### src/rtl/ptx_pkg.sv
package ptx_pkg;

    typedef enum logic [1:0] {
        DIR_NONE = 2'd0,
        DIR_AB   = 2'd1,
        DIR_BA   = 2'd2,
        DIR_BAD  = 2'd3
    } dir_e;

    // Active-low enables: the side whose enable is low is driven.
    function automatic dir_e decode_dir(input logic oe_a_n, input logic oe_b_n);
        dir_e d;
        case ({oe_a_n, oe_b_n})
            2'b10:   d = DIR_AB;
            2'b01:   d = DIR_BA;
            2'b11:   d = DIR_NONE;
            default: d = DIR_BAD;
        endcase
        return d;
    endfunction

endpackage

### src/rtl/ptx_side_latch.sv
module ptx_side_latch #(
    parameter int W = 18
) (
    input  logic         clk,
    input  logic         rst_n,
    input  logic         le,
    input  logic         tx_sel,
    input  logic [W-1:0] rx_in,
    input  logic [W-1:0] tx_in,
    output logic [W-1:0] rx_view,
    output logic [W-1:0] chk_view
);

    typedef struct packed {
        logic [W-1:0] hold;
    } st_t;

    st_t          st_d, st_q;
    logic [W-1:0] din;

    always_comb begin
        din       = tx_sel ? tx_in : rx_in;
        st_d      = st_q;
        if (le) begin
            st_d.hold = din;
        end
        rx_view  = le ? rx_in : st_q.hold;
        chk_view = le ? din   : st_q.hold;
    end

    always_ff @(posedge clk or negedge rst_n) begin
        if (!rst_n) begin
            st_q <= '0;
        end else begin
            st_q <= st_d;
        end
    end

endmodule

### src/rtl/ptx_lane_par.sv
module ptx_lane_par #(
    parameter int DW = 8
) (
    input  logic [DW-1:0] src_data,
    input  logic [DW-1:0] chk_data,
    input  logic          chk_par,
    input  logic          odd,
    output logic          gen,
    output logic          bad
);

    always_comb begin
        gen = odd ^ (^src_data);
        bad = ((^chk_data) ^ chk_par) != odd;
    end

endmodule

### src/rtl/ptx_parity_xcvr.sv
module ptx_parity_xcvr #(
    parameter int LANES = 2,
    parameter int DW    = 8
) (
    input  logic                clk,
    input  logic                rst_n,
    input  logic                lea_i,
    input  logic                leb_i,
    input  logic                oe_a_n_i,
    input  logic                oe_b_n_i,
    input  logic                pass_par_i,
    input  logic                odd_i,
    input  logic [LANES*DW-1:0] a_data_i,
    input  logic [LANES-1:0]    a_par_i,
    output logic [LANES*DW-1:0] a_data_o,
    output logic [LANES-1:0]    a_par_o,
    output logic                a_oe_o,
    input  logic [LANES*DW-1:0] b_data_i,
    input  logic [LANES-1:0]    b_par_i,
    output logic [LANES*DW-1:0] b_data_o,
    output logic [LANES-1:0]    b_par_o,
    output logic                b_oe_o,
    output logic [LANES-1:0]    err_a_n_o,
    output logic [LANES-1:0]    err_b_n_o,
    output logic                conflict_o
);
    import ptx_pkg::*;

    localparam int DBUS = LANES * DW;
    localparam int LW   = DBUS + LANES;

    dir_e          dir;
    logic          drive_a, drive_b;
    logic [LW-1:0] a_rx, a_tx, a_rxv, a_chk;
    logic [LW-1:0] b_rx, b_tx, b_rxv, b_chk;
    logic [LANES-1:0] gen_a, gen_b, bad_a, bad_b;

    always_comb begin
        dir     = rst_n ? decode_dir(oe_a_n_i, oe_b_n_i) : DIR_NONE;
        drive_a = (dir == DIR_BA);
        drive_b = (dir == DIR_AB);
        a_rx    = {a_data_i, a_par_i};
        b_rx    = {b_data_i, b_par_i};
        a_tx    = {a_data_o, a_par_o};
        b_tx    = {b_data_o, b_par_o};
    end

    ptx_side_latch #(.W(LW)) u_latch_a (
        .clk      (clk),
        .rst_n    (rst_n),
        .le       (lea_i),
        .tx_sel   (drive_a),
        .rx_in    (a_rx),
        .tx_in    (a_tx),
        .rx_view  (a_rxv),
        .chk_view (a_chk)
    );

    ptx_side_latch #(.W(LW)) u_latch_b (
        .clk      (clk),
        .rst_n    (rst_n),
        .le       (leb_i),
        .tx_sel   (drive_b),
        .rx_in    (b_rx),
        .tx_in    (b_tx),
        .rx_view  (b_rxv),
        .chk_view (b_chk)
    );

    for (genvar k = 0; k < LANES; k++) begin : g_lane
        ptx_lane_par #(.DW(DW)) u_par_a (
            .src_data (a_rxv[LANES + DW*k +: DW]),
            .chk_data (a_chk[LANES + DW*k +: DW]),
            .chk_par  (a_chk[k]),
            .odd      (odd_i),
            .gen      (gen_a[k]),
            .bad      (bad_a[k])
        );
        ptx_lane_par #(.DW(DW)) u_par_b (
            .src_data (b_rxv[LANES + DW*k +: DW]),
            .chk_data (b_chk[LANES + DW*k +: DW]),
            .chk_par  (b_chk[k]),
            .odd      (odd_i),
            .gen      (gen_b[k]),
            .bad      (bad_b[k])
        );
    end

    always_comb begin
        a_oe_o     = drive_a;
        b_oe_o     = drive_b;
        conflict_o = (dir == DIR_BAD);
        a_data_o   = drive_a ? b_rxv[LW-1:LANES] : '0;
        b_data_o   = drive_b ? a_rxv[LW-1:LANES] : '0;
        a_par_o    = drive_a ? (pass_par_i ? b_rxv[LANES-1:0] : gen_b) : '0;
        b_par_o    = drive_b ? (pass_par_i ? a_rxv[LANES-1:0] : gen_a) : '0;
        err_a_n_o  = (drive_a && !lea_i) ? '1 : ~bad_a;
        err_b_n_o  = (drive_b && !leb_i) ? '1 : ~bad_b;
    end

endmodule

### config.mk
export PLATFORM = sky130hd
export DESIGN_NAME = ptx_parity_xcvr
export DESIGN_NICKNAME = d
export VERILOG_FILES = /design/src/rtl/ptx_pkg.sv /design/src/rtl/ptx_side_latch.sv /design/src/rtl/ptx_lane_par.sv /design/src/rtl/ptx_parity_xcvr.sv
export SDC_FILE = /design/constraint.sdc
export NUM_CORES = 1
export LEC_CHECK = 0
export BUFFER_PORTS_ARGS = -buffer_cell sky130_fd_sc_hd__buf_2
export CAP_MARGIN = 20
export CELL_PAD_IN_SITES_DETAIL_PLACEMENT = 1
export CELL_PAD_IN_SITES_GLOBAL_PLACEMENT = 1
export CORE_ASPECT_RATIO = 0.5
export CORE_UTILIZATION = 31
export CTS_CLUSTER_SIZE = 28
export DETAILED_ROUTE_END_ITERATION = 10
export GPL_ROUTABILITY_DRIVEN = 0
export HOLD_SLACK_MARGIN = 0.15
export PLACE_DENSITY_LB_ADDON = 0.08
export RECOVER_POWER = 100
export SLEW_MARGIN = 20
export SYNTH_ARGS = -nofsm -noshare
export SYNTH_HDL_FRONTEND = slang
export SYNTH_SLANG_ARGS = --single-unit
### constraint.sdc
create_clock -name clk -period 4.69 [get_ports clk]
set_input_delay 0 -clock clk [delete_from_list [all_inputs] [get_ports clk]]
set_output_delay 0 -clock clk [all_outputs]
set_load 0.01 [all_outputs]
==> out/metrics.cfg <==
[sta]
clock_skew_ns = 0.00556
relSlewSlack_pct = 32.7
count_of_pins_over_their_slew_limit = 0
setup-tns-final_ns = 0
grt_setup_unrepaired = false
timing.final.ws_setup_ns = 0.784
max_freq_mhz = 256
timing.final.crit_share_pct = 83.3
final_hold_viol_count = 0
fin_crit_ns = 3.91
tightestPinTransition_ns = 1.01
report.final.setup_viol = 0

[routing]
via_per_inst = 4.95
drt_pre_antenna_iters = 4
dr_total_vias = 2908
drt_first_iter_violations = 48
post-route-drc-count = 0
route.detailed.wl_per_inst_um = 17.7
totalWireLength_um = 10400
final_antenna_net_count = 0

[power_and_ir_drop]
seq_pwr_share_pct = 27.4
power.leakage_nw = 1.97
combPwrFrac_pct = 43.7
fin_total_pwr_mw = 1.36
p_clk_share_pct = 28.8
max-vdd-ir-drop_mv = 0.177
power_density_nw_per_um2 = 335
internal_power_uw = 894
sw_frac_of_total_pct = 34.4
net-switching-power_uw = 468

[grt]
grtUsageTotal_pct = 20.0
grt_pass1_wl_um = 16500
grt_util_met1_pct = 24.3
initial_antenna_violation_count = 0
number_of_global_route_vias_before_repair = 3134
grt_most_used_layer = met2
grtUsageMet3_pct = 4.36
global_route.usage.met2_pct = 37.2
globalRouteOverflowTotal = 0
maximum_number_of_pins_on_one_net_before_global_route_repair = 45

[floorplanning]
floorplan.initialDensity_pct = 33.0
die_h_um = 74.2
core_area_um2 = 9790
pin_count = 87
design.die.area_um2 = 10900
fp-row-count = 25
die_w_um = 146

[clocking]
cts_inserted_buffers = 5
cts_tree = yes
cts.root.buffer_cell = clkbuf_16
worstSkewPairLatency_ns = 0.29
cts.clk_slew.worst_paths_ns = 0.06
clock_sink_count = 36
htree_levels = 2
ctsLongestPathBuffers = 2
cts_repair_resize_count = 0

[hold_path]
timing.hold.worst.class = in2reg

[logic_synthesis]
synth_sequential_area_ratio_pct = 27.9
netlist_instances = 353
yosysWarnings = 0
async_sr_flop_fraction_pct = 100
postSynthAreaPerCell_um2 = 9.16
dominantRegCellSynth = dfrtp_1
synth_common_cells = mux2i_1 (43), xor2_1 (37), dfrtp_1 (36)
post_syn_area_um2 = 3230
post_synthesis_register_bit_count = 36
synth.top_cells.by_area = dfrtp_1 (28%), mux2i_1 (13%), xor2_1 (10%), xnor3_1 (8.4%), a21oi_1 (5.4%)
yosys.cell_types.count = 43
synth-edff-count = 0
synthMostInstantiatedCell = mux2i_1
synth.net_count = 397
post-synth-top-area-fraction_pct = 27.9
leading_area_contributor_after_synthesis = dfrtp_1

[placed_design]
detailedPlace.worstSlack_ns = 1.48
portBuffers = 86
dp_hpwl_um = 8000

[worst_setup_path]
criticalPathCategory = in2out
crit_path_top_delay_cell = dlygate4sd3_1
cp.required_ns = 4.69
max_stage_delay_on_crit_path_ns = 0.52
start_kind = primary input
critPathArrivalTime_ns = 3.91
worstSetupEndpointType = output port
critPathMaxFanout = 38
critical_path.cell_chain = dlygate4sd3_1, clkbuf_1, buf_4, nand3b_4, inv_1, nand2_1, mux2i_1, xor2_1, xnor3_1, xnor2_1, o22ai_1, a221oi_2, buf_2

[layout]
antennaDiodeCount = 0
flow.area_growth_from_synthesis_pct = 25.5
design.final.nets = 496
drive_gt1_share_pct = 13.7
layout.core_utilization_pct = 41.5
layout.filler_cells = 1187

[job]
max-cap-violations = 0

[run_status]
run_status = complete, no violations

worst max-delay path, delay by kind of cell:
family	cells	cell delay, ns
simple gates	2	0.82
buf+inv	5	1.60
xor+xnor	3	0.79
compound gates	2	0.36
mux	1	0.32
sequential cells by signal, summed over array words and instances, names as in the netlist:
| name | cells |
|---|---|
| u_latch_a.st_q | 18 |
| u_latch_b.st_q | 18 |
path summary, 6_finish.rpt:
check	end	slack, ns	from	cells after the start
worst max register to register	u_latch_b.st_q[0]	2.34	u_latch_a.st_q[7]	8
worst min-delay path	u_latch_b.st_q[5]	0.15	b_data_i[3]	3
min in group asynchronous	u_latch_b.st_q[4]	0.39	rst_n	3
worst max-delay path	err_b_n_o[0]	0.78	rst_n	13
worst min register to register	u_latch_a.st_q[2]	0.52	u_latch_a.st_q[2]	2
max in group asynchronous	u_latch_a.st_q[15]	3.92	rst_n	3
final cells by class:
| class | count | area [um^2] | area share, % |
|---|---|---|---|
| repair buffers | 113 | 638 | 15.7 |
| clock inverters | 3 | 42.5 | 1.05 |
| inverters | 10 | 37.5 | 0.925 |
| flip-flops and latches | 36 | 901 | 22.2 |
| multi-input cells | 286 | 2150 | 52.9 |
| well taps | 135 | 169 | 4.16 |
| clock buffers | 5 | 125 | 3.08 |
power groups by stage:
| stage | sequential, mW | clock (mW) | combinational (mW) |
|---|---|---|---|
| 6_report | 0.373 | 0.393 | 0.595 |
| 4_1_cts | 0.373 | 0.404 | 0.615 |
| 3_5_place_dp | 0.379 | 0 | 0.596 |
| 5_1_grt | 0.378 | 0.415 | 0.650 |
| 2_1_floorplan | 0.371 | 0 | 0.435 |
| 3_3_place_gp | 0.377 | 0 | 0.578 |
stage by stage:
step           cell area, um^2  hold slack [ns]  std cells
2_1_floorplan             3230           -0.296        353
3_3_place_gp              3730            0.116        556
3_5_place_dp              3730            0.139        556
4_1_cts                   4130            0.153        588
5_1_grt                   4060            0.187        588
6_report                  4060            0.151        588
metal layers:
metal / up-vias / wire length, um
li1: 1406 / -
met1: 1436 / 4860
met2: 57 / 5050
met3: 9 / 382
met4: 0 / 102
met5: - / 0
logic make-up (layout without fill, tap and decap cells):
logic type	Yosys count	after routing	share of synthesized area, %
mux	46	46	14.4
buf+inv	31	131	5.18
simple gates	90	90	13.0
flops	36	36	27.9
compound gates	81	81	15.3
xor+xnor	69	69	24.3
repair_timing:
item | CTS | global route
endpoints found under the hold margin | 59 | 0
buffers inserted | 0 | 0
hold buffers | 24 | 0
cell usage in the layout (no fill, tap or decap), types with 2 or more instances in the layout:
master / count
dlygate4sd3_1: 24
o311a_1: 2
clkbuf_16: 5
mux2_2: 2
buf_4: 2
a31oi_1: 3
a21oi_1: 36
inv_1: 10
dfrtp_1: 36
nand2_1: 29
o21ai_0: 22
or2_2: 2
buf_2: 45
a21boi_0: 4
nand2b_1: 10
clkbuf_1: 42
nor2_1: 34
nor2b_1: 5
o21a_1: 2
mux2i_1: 43
xnor3_1: 13
xnor2_1: 19
xor2_1: 37
a221o_1: 3
and2_1: 5
Note: power is estimated with default switching activity, not from simulation.
